<file path="src/rtl/cascade_timers_pkg.sv">
package cascade_timers_pkg;
    localparam int ADDR_W     = 3;
    localparam int DATA_W     = 8;
    localparam int T0_W       = 16;
    localparam int PRE_W      = 12;
    localparam int T1_W       = 4;
    localparam int T2_W       = 16;
    localparam int NUM_TMR    = 3;
    localparam int CTRL_W     = 7;
    localparam int NUM_RLD    = 6;
    localparam int FLAG_LSB   = 4;

    localparam logic [ADDR_W-1:0] A_T0_LO = 3'd0;
    localparam logic [ADDR_W-1:0] A_T0_HI = 3'd1;
    localparam logic [ADDR_W-1:0] A_PRE   = 3'd2;
    localparam logic [ADDR_W-1:0] A_CHAIN = 3'd3;
    localparam logic [ADDR_W-1:0] A_T2_LO = 3'd4;
    localparam logic [ADDR_W-1:0] A_T2_HI = 3'd5;
    localparam logic [ADDR_W-1:0] A_CTRL  = 3'd6;

    localparam int C_RUN0  = 0;
    localparam int C_RUN1  = 1;
    localparam int C_RUN2  = 2;
    localparam int C_RUNP  = 3;
    localparam int C_MASK0 = 4;
endpackage

</file>
<file path="src/rtl/ct_down_counter.sv">
module ct_down_counter #(
    parameter int W = 16
) (
    input  logic         clk,
    input  logic         rst_n,
    input  logic         step,
    input  logic [W-1:0] reload_val,
    output logic         expire
);
    logic [W-1:0] cnt_q;
    logic [W-1:0] cnt_dec;

    assign cnt_dec = cnt_q - 1'b1;
    assign expire  = step && (cnt_q == W'(1));

    always_ff @(posedge clk) begin
        if (!rst_n) begin
            cnt_q <= '0;
        end else if (step) begin
            cnt_q <= (cnt_dec == '0) ? reload_val : cnt_dec;
        end
    end
endmodule

</file>
<file path="src/rtl/ct_cfg_regs.sv">
module ct_cfg_regs
    import cascade_timers_pkg::*;
(
    input  logic              clk,
    input  logic              rst_n,
    input  logic              wr_en,
    input  logic [ADDR_W-1:0] wr_addr,
    input  logic [DATA_W-1:0] wr_data,
    output logic [T0_W-1:0]   t0_rld,
    output logic [PRE_W-1:0]  pre_rld,
    output logic [T1_W-1:0]   t1_rld,
    output logic [T2_W-1:0]   t2_rld,
    output logic [CTRL_W-1:0] ctrl
);
    logic [DATA_W-1:0] rld_q [NUM_RLD];
    logic [CTRL_W-1:0] ctrl_q;

    for (genvar i = 0; i < NUM_RLD; i++) begin : g_rld
        always_ff @(posedge clk) begin
            if (!rst_n) begin
                rld_q[i] <= '0;
            end else if (wr_en && (wr_addr == ADDR_W'(i))) begin
                rld_q[i] <= wr_data;
            end
        end
    end

    always_ff @(posedge clk) begin
        if (!rst_n) begin
            ctrl_q <= '0;
        end else if (wr_en && (wr_addr == A_CTRL)) begin
            ctrl_q <= wr_data[CTRL_W-1:0];
        end
    end

    assign t0_rld  = {rld_q[A_T0_HI], rld_q[A_T0_LO]};
    assign pre_rld = {rld_q[A_CHAIN][3:0], rld_q[A_PRE]};
    assign t1_rld  = rld_q[A_CHAIN][7:4];
    assign t2_rld  = {rld_q[A_T2_HI], rld_q[A_T2_LO]};
    assign ctrl    = ctrl_q;
endmodule

</file>
<file path="src/rtl/ct_status.sv">
module ct_status
    import cascade_timers_pkg::*;
(
    input  logic               clk,
    input  logic               rst_n,
    input  logic [NUM_TMR-1:0] expire,
    input  logic               rd_stb,
    input  logic [NUM_TMR-1:0] mask,
    output logic [NUM_TMR-1:0] flags,
    output logic               irq
);
    logic [NUM_TMR-1:0] flags_q;

    always_ff @(posedge clk) begin
        if (!rst_n) begin
            flags_q <= '0;
        end else begin
            flags_q <= (rd_stb ? '0 : flags_q) | expire;
        end
    end

    assign flags = flags_q;
    assign irq   = |(flags_q & ~mask);
endmodule

</file>
<file path="src/rtl/cascade_timers.sv">
module cascade_timers
    import cascade_timers_pkg::*;
(
    input  logic              clk,
    input  logic              rst_n,
    input  logic              tick,
    input  logic              wr_en,
    input  logic [ADDR_W-1:0] wr_addr,
    input  logic [DATA_W-1:0] wr_data,
    input  logic              rd_stb,
    output logic [DATA_W-1:0] rd_data,
    output logic              irq
);
    localparam int PAD_HI = DATA_W - FLAG_LSB - NUM_TMR;

    logic [T0_W-1:0]    t0_rld;
    logic [PRE_W-1:0]   pre_rld;
    logic [T1_W-1:0]    t1_rld;
    logic [T2_W-1:0]    t2_rld;
    logic [CTRL_W-1:0]  ctrl_q;
    logic               t0_exp, pre_exp, t1_exp, t2_exp;
    logic [NUM_TMR-1:0] flags_q;

    ct_cfg_regs u_regs (
        .clk(clk), .rst_n(rst_n), .wr_en(wr_en), .wr_addr(wr_addr), .wr_data(wr_data),
        .t0_rld(t0_rld), .pre_rld(pre_rld), .t1_rld(t1_rld), .t2_rld(t2_rld), .ctrl(ctrl_q)
    );

    ct_down_counter #(.W(T0_W)) u_t0 (
        .clk(clk), .rst_n(rst_n), .step(tick && ctrl_q[C_RUN0]),
        .reload_val(t0_rld), .expire(t0_exp)
    );

    ct_down_counter #(.W(PRE_W)) u_pre (
        .clk(clk), .rst_n(rst_n), .step(tick && ctrl_q[C_RUNP]),
        .reload_val(pre_rld), .expire(pre_exp)
    );

    ct_down_counter #(.W(T1_W)) u_t1 (
        .clk(clk), .rst_n(rst_n), .step(pre_exp && ctrl_q[C_RUN1]),
        .reload_val(t1_rld), .expire(t1_exp)
    );

    ct_down_counter #(.W(T2_W)) u_t2 (
        .clk(clk), .rst_n(rst_n), .step(pre_exp && ctrl_q[C_RUN2]),
        .reload_val(t2_rld), .expire(t2_exp)
    );

    ct_status u_stat (
        .clk(clk), .rst_n(rst_n), .expire({t2_exp, t1_exp, t0_exp}), .rd_stb(rd_stb),
        .mask(ctrl_q[C_MASK0 +: NUM_TMR]), .flags(flags_q), .irq(irq)
    );

    assign rd_data = {{PAD_HI{1'b0}}, flags_q, {FLAG_LSB{1'b0}}};
endmodule

</file>
<file path="config.mk">
export PLATFORM = sky130hd
export DESIGN_NAME = cascade_timers
export DESIGN_NICKNAME = d
export VERILOG_FILES = /design/src/rtl/cascade_timers_pkg.sv /design/src/rtl/ct_down_counter.sv /design/src/rtl/ct_cfg_regs.sv /design/src/rtl/ct_status.sv /design/src/rtl/cascade_timers.sv
export SDC_FILE = /design/constraint.sdc
export NUM_CORES = 1
export LEC_CHECK = 0
export BUFFER_PORTS_ARGS = -buffer_cell sky130_fd_sc_hd__buf_4
export CAP_MARGIN = 20
export CORE_MARGIN = 2
export CORE_UTILIZATION = 50
export CTS_CLUSTER_SIZE = 12
export DETAILED_ROUTE_END_ITERATION = 8
export PLACE_DENSITY = 0.79
export SYNTH_ARGS = -nofsm -noshare
export SYNTH_HDL_FRONTEND = slang
export SYNTH_HIERARCHICAL = 1
export SYNTH_SLANG_ARGS = --single-unit
</file>
<file path="constraint.sdc">
create_clock -name clk -period 3 [get_ports clk]
set_input_delay 0.45 -clock clk [delete_from_list [all_inputs] [get_ports clk]]
set_output_delay 0.45 -clock clk [all_outputs]
set_load 0.02 [all_outputs]
</file>
* After elaboration in Yosys (flattened, before gate mapping)
Memories as Yosys holds them, arrays and structs flattened.
Cells that the tools add are included.
** Word-level totals
- Input bits :: 16
- Bits in registers :: 58
- Memory bits (writable) :: 48
- Memories kept :: 1
- Output and inout port bits :: 9
- Word-level logic and storage cells :: 81
** Cells by class
- $add $sub $neg :: 4
- Equal/unequal tests :: 10
- Mux-type cells :: 30
- Reductions and logical operators :: 21
- Bitwise operators :: 9
** Memory list
- u_regs.rld_q :: words 6, width 8, rd ports 6, clocked after memory_dff 0, wr ports 6, RTL line ct_cfg_regs.sv:15 : logic [DATA_W-1:0] rld_q [NUM_RLD];
** Operator list (number)
- 8-bit two-way mux :: 6
- 16-bit by 1-bit == test with 1-bit output, second input constant :: 2
- 16-bit logical NOT :: 2
- 16-bit two-way mux :: 2
- 16-bit by 1-bit subtractor with 16-bit output, second input constant :: 2
- 1-bit two-way mux :: 19
- 1-bit logical AND :: 15
- 12-bit by 1-bit == test with 1-bit output, second input constant :: 1
- 12-bit logical NOT :: 1
- 12-bit two-way mux :: 1
- 12-bit by 1-bit subtractor with 12-bit output, second input constant :: 1
- 3-bit == test, second input constant :: 3
- 3-bit by 2-bit == test with 1-bit output, second input constant :: 2
- 1-bit bitwise OR :: 6
- 4-bit by 1-bit == test with 1-bit output, second input constant :: 1
- 4-bit logical NOT :: 1
- 4-bit two-way mux :: 1
- 4-bit by 1-bit subtractor with 4-bit output, second input constant :: 1
- 3-bit bitwise AND :: 1
- 3-bit by 1-bit == test with 1-bit output, second input constant :: 1
- 3-bit logical NOT :: 1
- 3-bit two-way mux :: 1
- 3-bit inverter :: 1
- 3-bit bitwise OR :: 1
- 3-bit OR reduction :: 1

* Longest topological paths before layout
Gate-level depths: netlist of the first run.
- Word-level depth :: 6
- Depth in mapped cells :: 11
- Depth with buffers taken out :: 9

* Modules after synthesis
Netlist of the first run, hierarchy kept.
** By module, submodules not included
- ct_down_counter at u_t0 ... :: seq. area each 320.3 sq um, times used 2, cells an instance 139, area an instance 1252.5 sq um
- ct_cfg_regs :: seq. area each 1581.5 sq um, times used 1, cells an instance 162, area an instance 2313.5 sq um
- ct_down_counter at u_pre :: seq. area each 240.2 sq um, times used 1, cells an instance 133, area an instance 1063.5 sq um
- ct_down_counter at u_t1 :: seq. area each 80.1 sq um, times used 1, cells an instance 43, area an instance 362.8 sq um
- ct_status :: seq. area each 60.1 sq um, times used 1, cells an instance 13, area an instance 123.9 sq um
- cascade_timers :: seq. area each 0.0 sq um, times used 1, cells an instance 10, area an instance 66.3 sq um

* Worst setup path before layout of the first run
Ideal clock, no wire load.
- Path type :: register to register
- From :: reg u_t0.cnt_q[0]
- To :: reg u_t0.cnt_q[1]
- Setup time :: 120 ps
- Clock period less this slack :: 2267 ps
- Path buffers :: 1
- Setup slack :: 733 ps
- Data required time :: 2880 ps
- Arrival time :: 2147 ps
- Cell stages (with the launch flop) :: 10
- Cell sequence :: dfxtp_1 inv_1 ha_1 buf_6 o41ai_2 and3_2 o211ai_4 or4_1 o211ai_1 a21boi_1
** On the way
- Cells in the longest elaborated chain, start to end :: 3
** Ends and longest elaborated chain
- start, declared :: RTL line ct_down_counter.sv:10 : logic [W-1:0] cnt_q;
- start signal, assigned :: RTL line ct_down_counter.sv:20 : cnt_q <= (cnt_dec == '0) ? reload_val : cnt_dec;
- 16-bit by 1-bit subtractor with 16-bit output * :: RTL line ct_down_counter.sv:13 : assign cnt_dec = cnt_q - 1'b1;
- 16-bit logical NOT :: RTL line ct_down_counter.sv:20
- 16-bit two-way mux * :: RTL line ct_down_counter.sv:20
Every way passes the cells marked *; elsewhere a longest branch is shown, timed or not.
A chain may end at the register's enable or synchronous reset.

* Worst setup path in the final report of the first run
- From :: reg u_t0.cnt_q[1]
- To :: reg u_t0.cnt_q[0]
** On the way
- Cells in the longest elaborated chain, start to end :: 3
** Ends and longest elaborated chain (RTL line)
- 16-bit by 1-bit subtractor with 16-bit output :: ct_down_counter.sv:13
- 16-bit logical NOT :: ct_down_counter.sv:20
- 16-bit two-way mux :: ct_down_counter.sv:20
No other way between the ends.

==> results of run 1 <==
==> power by group through the flow <==
stage / clock [uW] / combinational (uW) / sequential, uW
after global routing: 1420 / 282 / 1600
after global placement: 0 / 245 / 1620
final: 1340 / 259 / 1590
after detailed placement: 0 / 253 / 1620
after CTS: 1360 / 254 / 1590
after floorplan: 0 / 212 / 1610
==> kinds of logic after synthesis <==
kind of cell	count (synthesis)
buffers and inverters	83
adder cells (fa/ha/maj)	12
XOR/XNOR	14
other	1
AO/OA/AOI/OAI	129
flip-flops	106
AND/OR/NAND/NOR	284
multiplexers	10
==> routing by layer <==
| metal | global-route usage | part of all wire |
|---|---|---|
| met4 | 0.0843 | 0.029 |
| met2 | 0.334 | 0.48 |
| met3 | 0.0365 | 0.056 |
| met5 | 0 | 0 |
| met1 | 0.265 | 0.44 |
==> area by class of cell <==
cell class / count / area [um2] / share of cell area
clock inverter: 5 / 103 / 0.0150
timing repair buffer: 34 / 248 / 0.0362
multi-input combinational: 454 / 3340 / 0.488
tap: 172 / 215 / 0.0314
inverter: 28 / 105 / 0.0153
clock buffer: 11 / 233 / 0.0340
sequential: 106 / 2600 / 0.380
==> cells in the final DEF, fill, tap and decap left out, types with 5 or more instances in the layout <==
cell,synthesis,routed
ha_1,12,12
inv_1,25,25
edfxtp_1,48,48
o21a_1,6,6
nor4_4,6,6
and2_1,10,10
o21ai_0,33,33
a21boi_1,8,8
clkbuf_16,0,9
o211ai_1,10,10
nand2b_1,7,7
nor2_1,29,29
buf_4,12,31
a31oi_1,6,6
nand3b_1,15,15
nand4_1,14,14
conb_1,1,5
nor3_2,12,12
nor2b_1,5,5
dfxtp_1,58,58
o21ai_1,5,5
a21oi_1,13,13
a211oi_2,8,8
nand2_1,40,40
mux2i_1,10,10
nand3_1,21,21
a211oi_1,9,9
nor4_1,25,25
and3_1,12,12
nor3_1,39,39
xor2_1,10,10
==> metrics by stage <==
step	instances	worst slack (ns)	hold slack [ns]
CTS	807	0.277	0.350
finish	810	0.236	0.361
global route	810	0.0268	0.380
global placement	791	0.422	0.438
floorplan	643	0.733	0.430
detailed placement	791	0.292	0.446
==> flip-flops by register name, indices dropped and copies added (netlist names) <==
| signal | count |
|---|---|
| u_pre/cnt_q | 12 |
| u_regs/ctrl | 7 |
| u_regs/rld_q | 48 |
| u_stat/flags | 3 |
| u_t0/cnt_q | 16 |
| u_t1/cnt_q | 4 |
| u_t2/cnt_q | 16 |
==> worst min-delay path, stage by stage <==
cell,delay (ns)
buf_4,0.11
nand2_1,0.05
mux2i_1,0.06
==> path summary, 6_finish.rpt <==
check / from / end / slack [ns] / cells after the start
hold / removal: wr_data[2] / u_regs/ctrl[2]$_SDFFE_PN0P_ / 0.36 / 3
setup reg to reg: u_t0/cnt_q[1]$_SDFFE_PN0P_ / u_t0/cnt_q[0]$_SDFFE_PN0P_ / 0.24 / 10
hold reg to reg: u_regs/ctrl[2]$_SDFFE_PN0P_ / u_regs/ctrl[2]$_SDFFE_PN0P_ / 0.45 / 2
setup / recovery: u_t0/cnt_q[1]$_SDFFE_PN0P_ / u_t0/cnt_q[0]$_SDFFE_PN0P_ / 0.24 / 10
==> results.yml, run 1 <==
grt:
  grt_pass1_wl_um: 22800
  grt_usage: 0.203
  grt-ovfl-total: 0
  antenna_found_initial: 0
  grt_max_degree: 51
  grt_pass1_vias: 4662
pwr:
  power.share.clock: 0.420
  ir_drop_v: 0.000269
  combPwrFrac: 0.081
  switchingPower_uw: 722
  p_int_uw: 2470
  pwr-share-seq: 0.499
  swShare: 0.226
  p_per_area_nw_per_um2: 466
  p_total_uw: 3190
  p_leak_uw: 0.00248
timing:
  rsz0062_at_grt: "no"
  min_period_ns: 2.76
  skew_ns: 0.00621
  period_share: 0.921
  worstMarginPinSlew_ns: 0.623
  relSlewSlack: 0.585
  hold_viol_final: 0
  fin_tns_setup_ns: 0
  setup_viol: 0
  drv_slew: 0
  fmaxAchievable_mhz: 362
clocking:
  cts-root-buf: "clkbuf_16"
  htreeDepth: 3
  cts_buffer_depth: 2
  cts_tree: "done"
  cts-buffers-inserted: 9
  post_cts_buffers: 0
  clk_pin_slew_worst_paths_ns: 0.07
  clk_latency_ns: 0.35
  cts_resized: 0
  postCtsHoldBufs: 0
  cts_sinks: 106
cells_and_area:
  post-route-util: 0.545
  nets: 661
  syn2layout_area_growth_pct: 6.44
  drive_gt1_frac: 0.180
  antenna_cells: 0
  n_fill_cell: 1075
  stdcell_area_um2: 6850
logic_synthesis:
  synth_xor_xnor_area_share: 0.0307
  synth_top_area_share: 0.224
  async_reset_ff_frac: 0
  ys_ff_latch: 106
  synth_top_area_cell: "edfxtp_1"
  synth-edff-count: 48
  muxShareOfSynthArea: 0.0156
  ys_seq_area_frac: 0.404
  syn_area_per_cell_um2: 10.1
  synth-adder-area-share: 0.0233
  synthCells: 639
  synth_compound_area_frac: 0.152
  synthTopCellsByArea: "edfxtp_1 (22%), dfxtp_1 (18%), buf_6 (3.1%)"
  synth_common_cells: "dfxtp_1 (58), edfxtp_1 (48), nand2_1 (40)"
  synth_top_family_by_area: "simple AND/OR/NAND/NOR gates"
  synth-simple-area-share: 0.295
  synthFlopType: "dfxtp_1"
  yosysMostFrequentCell: "dfxtp_1"
  ys_types: 80
  syn_area_um2: 6430
  ys_warn_count: 6
routing:
  routed_wl_um: 13800
  drtPass1Iterations: 6
  vias: 4887
  drcViolationCount: 0
  ant_nets: 0
  wire_per_inst_um: 17.0
  dr.first_iter.drc_count: 509
  via_per_inst: 6.03
min_path:
  hold_class: "in2reg"
setup_path:
  start_kind: "register"
  crit_slowest_cell: "dfxtp_1"
  cp_num_buf_inv: 2
  endpoint_kind: "register"
  worstPathMaxFanout: 9
  critPathRequiredTime_ns: 3.21
  worstPathArrival_ns: 2.98
  path_cells: "inv_1, ha_1, nor3b_2, nand2b_1, o21ai_1, o211ai_4, nor3_4, buf_4, mux2i_1, a21oi_1"
  criticalPathCategory: "reg2reg"
  path_delay_family: "simple AND/OR/NAND/NOR gates"
  critPathMaxStageDelay_ns: 0.39
placed_design:
  place_congestion: 0.909
  dp_hpwl_um: 9610
  dpl-instance-area_um2: 6500
  io_buffers: 19
floorplanning:
  pin_count: 25
  die_y_um: 117
  dieArea_um2: 13800
  initial_core_util: 0.512
  fp.dieW_um: 117
  rows: 41
  core_um2: 12600
run_status:
  status: "finished, final reports clean"
run:
  max_cap_viol_count: 0
No activity file was read; power rests on OpenSTA's default activity.
==> inputs of run 2 (changes only) <==
--- a/config.mk
+++ b/config.mk
@@ -12,6 +12,7 @@
 export CTS_CLUSTER_SIZE = 12
 export DETAILED_ROUTE_END_ITERATION = 8
 export PLACE_DENSITY = 0.79
+export REMOVE_ABC_BUFFERS = 1
 export SYNTH_ARGS = -nofsm -noshare
 export SYNTH_HDL_FRONTEND = slang
 export SYNTH_HIERARCHICAL = 1
==> run 2 against run 1 <==
Compared with the run above:
- sequential cell count unchanged
- first-iteration DRC count decreased by 9.8%
- highest routed layer unchanged
- final cell count stayed put
- non-clock buffer count unchanged
- global-route usage is 0.37 points lower
- via count is 1.7% higher
- utilization down 0.56 points
- critical path depth stayed put
- combinational power is essentially flat
- sequential power about the same
- sequential share of layout area grew 0.39 points
- register-to-register slack about the same
==> results.yml, run 2 (synthesis results as in run 1) <==
setup_path:
  critPathRequiredTime_ns: 3.23
  r2r_cells: 10
  start_kind: "register"
  criticalPathCategory: "reg2reg"
  worstPathArrival_ns: 2.98
  endpoint_kind: "register"
  worstPathMaxFanout: 9
cells_and_area:
  top_register: "u_regs/rld_q"
  final_cell_mix: "dfxtp_1 (58), edfxtp_1 (48), nand2_1 (40), nor3_1 (39), o21ai_0 (33)"
  syn2layout_area_growth_pct: 5.35
  post-route-util: 0.539
  antenna_cells: 0
  largest_reg_flops: 48
  reg.largest.list: "u_regs/rld_q (48), u_t0/cnt_q (16), u_t2/cnt_q (16)"
  drive_gt1_frac: 0.180
  nets: 661
  final_common_cell: "dfxtp_1"
pwr:
  p_per_area_nw_per_um2: 430
  ir_drop_v: 0.000357
  p_total_uw: 2920
  p_leak_uw: 0.00245
clocking:
  htreeDepth: 3
  cts_sinks: 106
  cts-root-buf: "clkbuf_16"
  cts_buffer_depth: 2
  cts-buffers-inserted: 9
  cts_resized: 0
  clk_pin_slew_worst_paths_ns: 0.07
  cts_tree: "done"
  post_cts_buffers: 0
  postCtsHoldBufs: 0
  clk_latency_ns: 0.34
routing:
  ant_nets: 0
  dr.first_iter.drc_count: 459
  drtPass1Iterations: 5
  via_per_inst: 6.14
  routed_wl_um: 13900
  drcViolationCount: 0
  vias: 4970
  wire_per_inst_um: 17.2
floorplanning:
  initial_core_util: 0.512
  fp.dieW_um: 117
  core_um2: 12600
  rows: 41
  pin_count: 25
  die_y_um: 117
  dieArea_um2: 13800
grt:
  antenna_found_initial: 0
  grt_usage: 0.200
  grt_max_degree: 59
  grt_pass1_vias: 4623
  grt_pass1_wl_um: 22700
  grt-ovfl-total: 0
timing:
  min_period_ns: 2.75
  fmaxAchievable_mhz: 364
  hold_slack_ns: 0.381
  hold_viol_final: 0
  setup_viol: 0
  relSlewSlack: 0.582
  period_share: 0.917
  fin_tns_setup_ns: 0
  rsz0062_at_grt: "no"
  drv_slew: 0
  skew_ns: 0.00640
  worstMarginPinSlew_ns: 0.627
placed_design:
  io_buffers: 19
  dp_hpwl_um: 9560
  place_congestion: 0.888
min_path:
  whs_path_depth: 3
  hold_class: "in2reg"
run_status:
  status: "finished, final reports clean"
run:
  max_cap_viol_count: 0
run 2: changes by cell type in the layout (fill, tap and decap cells not counted):
cell	delta
bufinv_16	-3
clkbuf_1	-1
clkbuf_2	-1
clkbuf_4	+1
clkinv_1	+1
clkinv_2	+2
clkinvlp_4	+1
run 2: final timing paths:
check,startpoint,to,slack [ns]
max,u_t0/cnt_q[1]$_SDFFE_PN0P_,u_t0/cnt_q[0]$_SDFFE_PN0P_,0.25
min,wr_data[6],u_regs/ctrl[6]$_SDFFE_PN0P_,0.38
min reg2reg,u_regs/ctrl[3]$_SDFFE_PN0P_,u_regs/ctrl[3]$_SDFFE_PN0P_,0.46
max reg2reg,u_t0/cnt_q[1]$_SDFFE_PN0P_,u_t0/cnt_q[0]$_SDFFE_PN0P_,0.25
run 2: metal layers:
layer | wire [um] | GRT usage | vias up
met5 | 0 | 0 | -
met4 | 279 | 0.0911 | 0
met3 | 822 | 0.0238 | 26
met2 | 6790 | 0.331 | 175
met1 | 6050 | 0.261 | 2397
li1 | - | - | 2372
run 2: report_power, final:
group	internal (uW)	switching (uW)	total (uW)	leakage, uW
Sequential	1560	31.4	1590	0.000932
Clock	557	510	1070	0.000127
Combinational	92.6	167	260	0.00139
Total	2210	709	2920	0.00245
run 2: layout make-up:
class / instances / area, um2
clock inverters: 6 / 33.8
multi-input cells: 454 / 3340
inverters: 28 / 105
flip-flops and latches: 106 / 2600
well taps: 172 / 215
fillers: 1090 / 5790
repair buffers: 34 / 250
clock buffers: 10 / 229
run 2: worst max-delay path, cell delays in order, from the launching register on:
cell	delay, ns
dfxtp_1	0.39
inv_1	0.15
ha_1	0.37
nor3b_2	0.35
nand2b_1	0.13
o21ai_1	0.23
o211ai_4	0.14
nor3_4	0.34
buf_4	0.24
mux2i_1	0.19
a21oi_1	0.08
run 2: metrics by stage:
| stage | worst slack, ns | cells | cell area [um2] |
|---|---|---|---|
| 2_1_floorplan | 0.574 | 588 | 6050 |
| 3_5_place_dp | 0.297 | 791 | 6500 |
| 4_1_cts | 0.284 | 807 | 6760 |
| 6_report | 0.250 | 810 | 6780 |
| 3_3_place_gp | 0.423 | 791 | 6500 |
| 5_1_grt | 0.0382 | 810 | 6780 |
==> inputs of run 3 (changes only) <==
--- a/config.mk
+++ b/config.mk
@@ -11,7 +11,7 @@
 export CORE_UTILIZATION = 50
 export CTS_CLUSTER_SIZE = 12
 export DETAILED_ROUTE_END_ITERATION = 8
-export PLACE_DENSITY = 0.79
+export PLACE_DENSITY = 0.66
 export REMOVE_ABC_BUFFERS = 1
 export SYNTH_ARGS = -nofsm -noshare
 export SYNTH_HDL_FRONTEND = slang
==> run 3 against run 2 <==
Compared with the run above:
- clock skew rose by 0.0041 ns
- routed wire length fell by 0.46%
- hold slack got worse by 0.023 ns
- sequential cell count did not move
- critical path depth did not move
- via count fell by 2.7%
- total power rose by 3.0%
- combinational power barely moved
- sequential power barely moved
- register-to-register slack improved by 0.04 ns
- sequential share of layout area fell by 0.13 points
- non-clock buffer count did not move
- largest cell class unchanged
- largest power group unchanged
- highest routed layer unchanged
==> results.yml, run 3 (synthesis results as in run 1) <==
run_status:
  status: "finished, final reports clean"
grt:
  grt_pass1_vias: 4554
  grt_usage: 0.207
  grt-ovfl-total: 0
  grt_max_degree: 50
  antenna_found_initial: 0
  grt_pass1_wl_um: 23400
clocking:
  clk_pin_slew_worst_paths_ns: 0.08
  cts_sinks: 106
  cts-buffers-inserted: 9
  clk_latency_ns: 0.35
  cts_tree: "done"
  cts_resized: 0
  htreeDepth: 3
  postCtsHoldBufs: 0
  post_cts_buffers: 0
  cts_buffer_depth: 2
  cts-root-buf: "clkbuf_16"
min_path:
  hold_class: "in2reg"
  whs_path_depth: 3
pwr:
  p_per_area_nw_per_um2: 442
  switchingPower_uw: 732
  p_total_uw: 3010
  ir_drop_v: 0.000317
  p_leak_uw: 0.00246
  pwr-share-seq: 0.529
  combPwrFrac: 0.085
  swShare: 0.244
  power.share.clock: 0.385
  p_int_uw: 2270
routing:
  routed_wl_um: 13900
  drtPass1Iterations: 5
  drcViolationCount: 0
  via_per_inst: 5.97
  wire_per_inst_um: 17.1
  ant_nets: 0
  vias: 4836
  dr.first_iter.drc_count: 309
timing:
  skew_ns: 0.0105
  worstMarginPinSlew_ns: 0.650
  hold_slack_ns: 0.357
  drv_slew: 0
  fin_tns_setup_ns: 0
  setup_viol: 0
  relSlewSlack: 0.567
  hold_viol_final: 0
  fmaxAchievable_mhz: 369
  period_share: 0.903
  rsz0062_at_grt: "no"
  min_period_ns: 2.71
placed_design:
  dpl-instance-area_um2: 6500
  dp_hpwl_um: 9560
  place_congestion: 0.853
  io_buffers: 19
setup_path:
  crit_slowest_cell: "dfxtp_1"
  r2r_cells: 10
  worstPathArrival_ns: 2.94
  worstPathMaxFanout: 9
  critPathMaxStageDelay_ns: 0.41
  path_delay_family: "simple AND/OR/NAND/NOR gates"
  path_cells: "inv_1, ha_1, nor3b_2, nand2b_1, o21ai_1, o211ai_4, nor3_4, buf_4, mux2i_1, a21oi_1"
  endpoint_kind: "register"
  criticalPathCategory: "reg2reg"
  critPathRequiredTime_ns: 3.24
  cp_num_buf_inv: 2
  path_depth: 10
  start_kind: "register"
run:
  max_cap_viol_count: 0
cells_and_area:
  largest_reg_flops: 48
  nets: 661
  antenna_cells: 0
  reg.largest.list: "u_regs/rld_q (48), u_t0/cnt_q (16), u_t2/cnt_q (16)"
  top_register: "u_regs/rld_q"
  drive_gt1_frac: 0.182
  final_cell_mix: "dfxtp_1 (58), edfxtp_1 (48), nand2_1 (40), nor3_1 (39), o21ai_0 (33)"
  syn2layout_area_growth_pct: 5.72
  stdcell_area_um2: 6800
  post-route-util: 0.541
  final_common_cell: "dfxtp_1"
floorplanning:
  die_y_um: 117
  core_um2: 12600
  dieArea_um2: 13800
  rows: 41
  initial_core_util: 0.512
  pin_count: 25
  fp.dieW_um: 117
-- run 3: path summary, 6_finish.rpt --
path	start	endpoint	slack [ns]
worst max register to register	u_t0/cnt_q[0]$_SDFFE_PN0P_	u_t0/cnt_q[0]$_SDFFE_PN0P_	0.29
worst max-delay path	u_t0/cnt_q[0]$_SDFFE_PN0P_	u_t0/cnt_q[0]$_SDFFE_PN0P_	0.29
worst min-delay path	wr_data[6]	u_regs/ctrl[6]$_SDFFE_PN0P_	0.36
worst min register to register	u_regs/ctrl[0]$_SDFFE_PN0P_	u_regs/ctrl[0]$_SDFFE_PN0P_	0.46
-- run 3: cell type report --
type	instances	area, um2
flip-flops and latches	106	2600
clock buffers	12	258
repair buffers	34	248
inverters	28	105
well taps	172	215
multi-input cells	454	3340
clock inverters	4	31.3
fillers	1141	5770
-- run 3: metal layers --
layer	global-route usage	part of all wire	up-vias
met5	0	0	-
met1	0.281	0.47	2336
li1	-	-	2367
met3	0.0501	0.046	16
met4	0.0474	0.012	0
met2	0.338	0.48	117
-- run 3: power groups by stage --
stage	logic, uW	registers, uW	clock network, uW
detailed placement	253	1620	0
global placement	248	1620	0
CTS	255	1590	1190
floorplan	162	1610	0
global route	283	1600	1240
finish	257	1590	1160
-- run 3: tightest hold or removal path, delay by kind of cell --
family / cells / cell delay (ns)
buffers and inverters: 1 / 0.11
AND/OR/NAND/NOR: 1 / 0.04
multiplexers: 1 / 0.06
-- run 3: metrics by stage --
stage	worst slack [ns]	instances
2_1_floorplan	0.574	588
3_3_place_gp	0.433	791
3_5_place_dp	0.317	791
4_1_cts	0.308	807
5_1_grt	0.0547	810
6_report	0.291	810
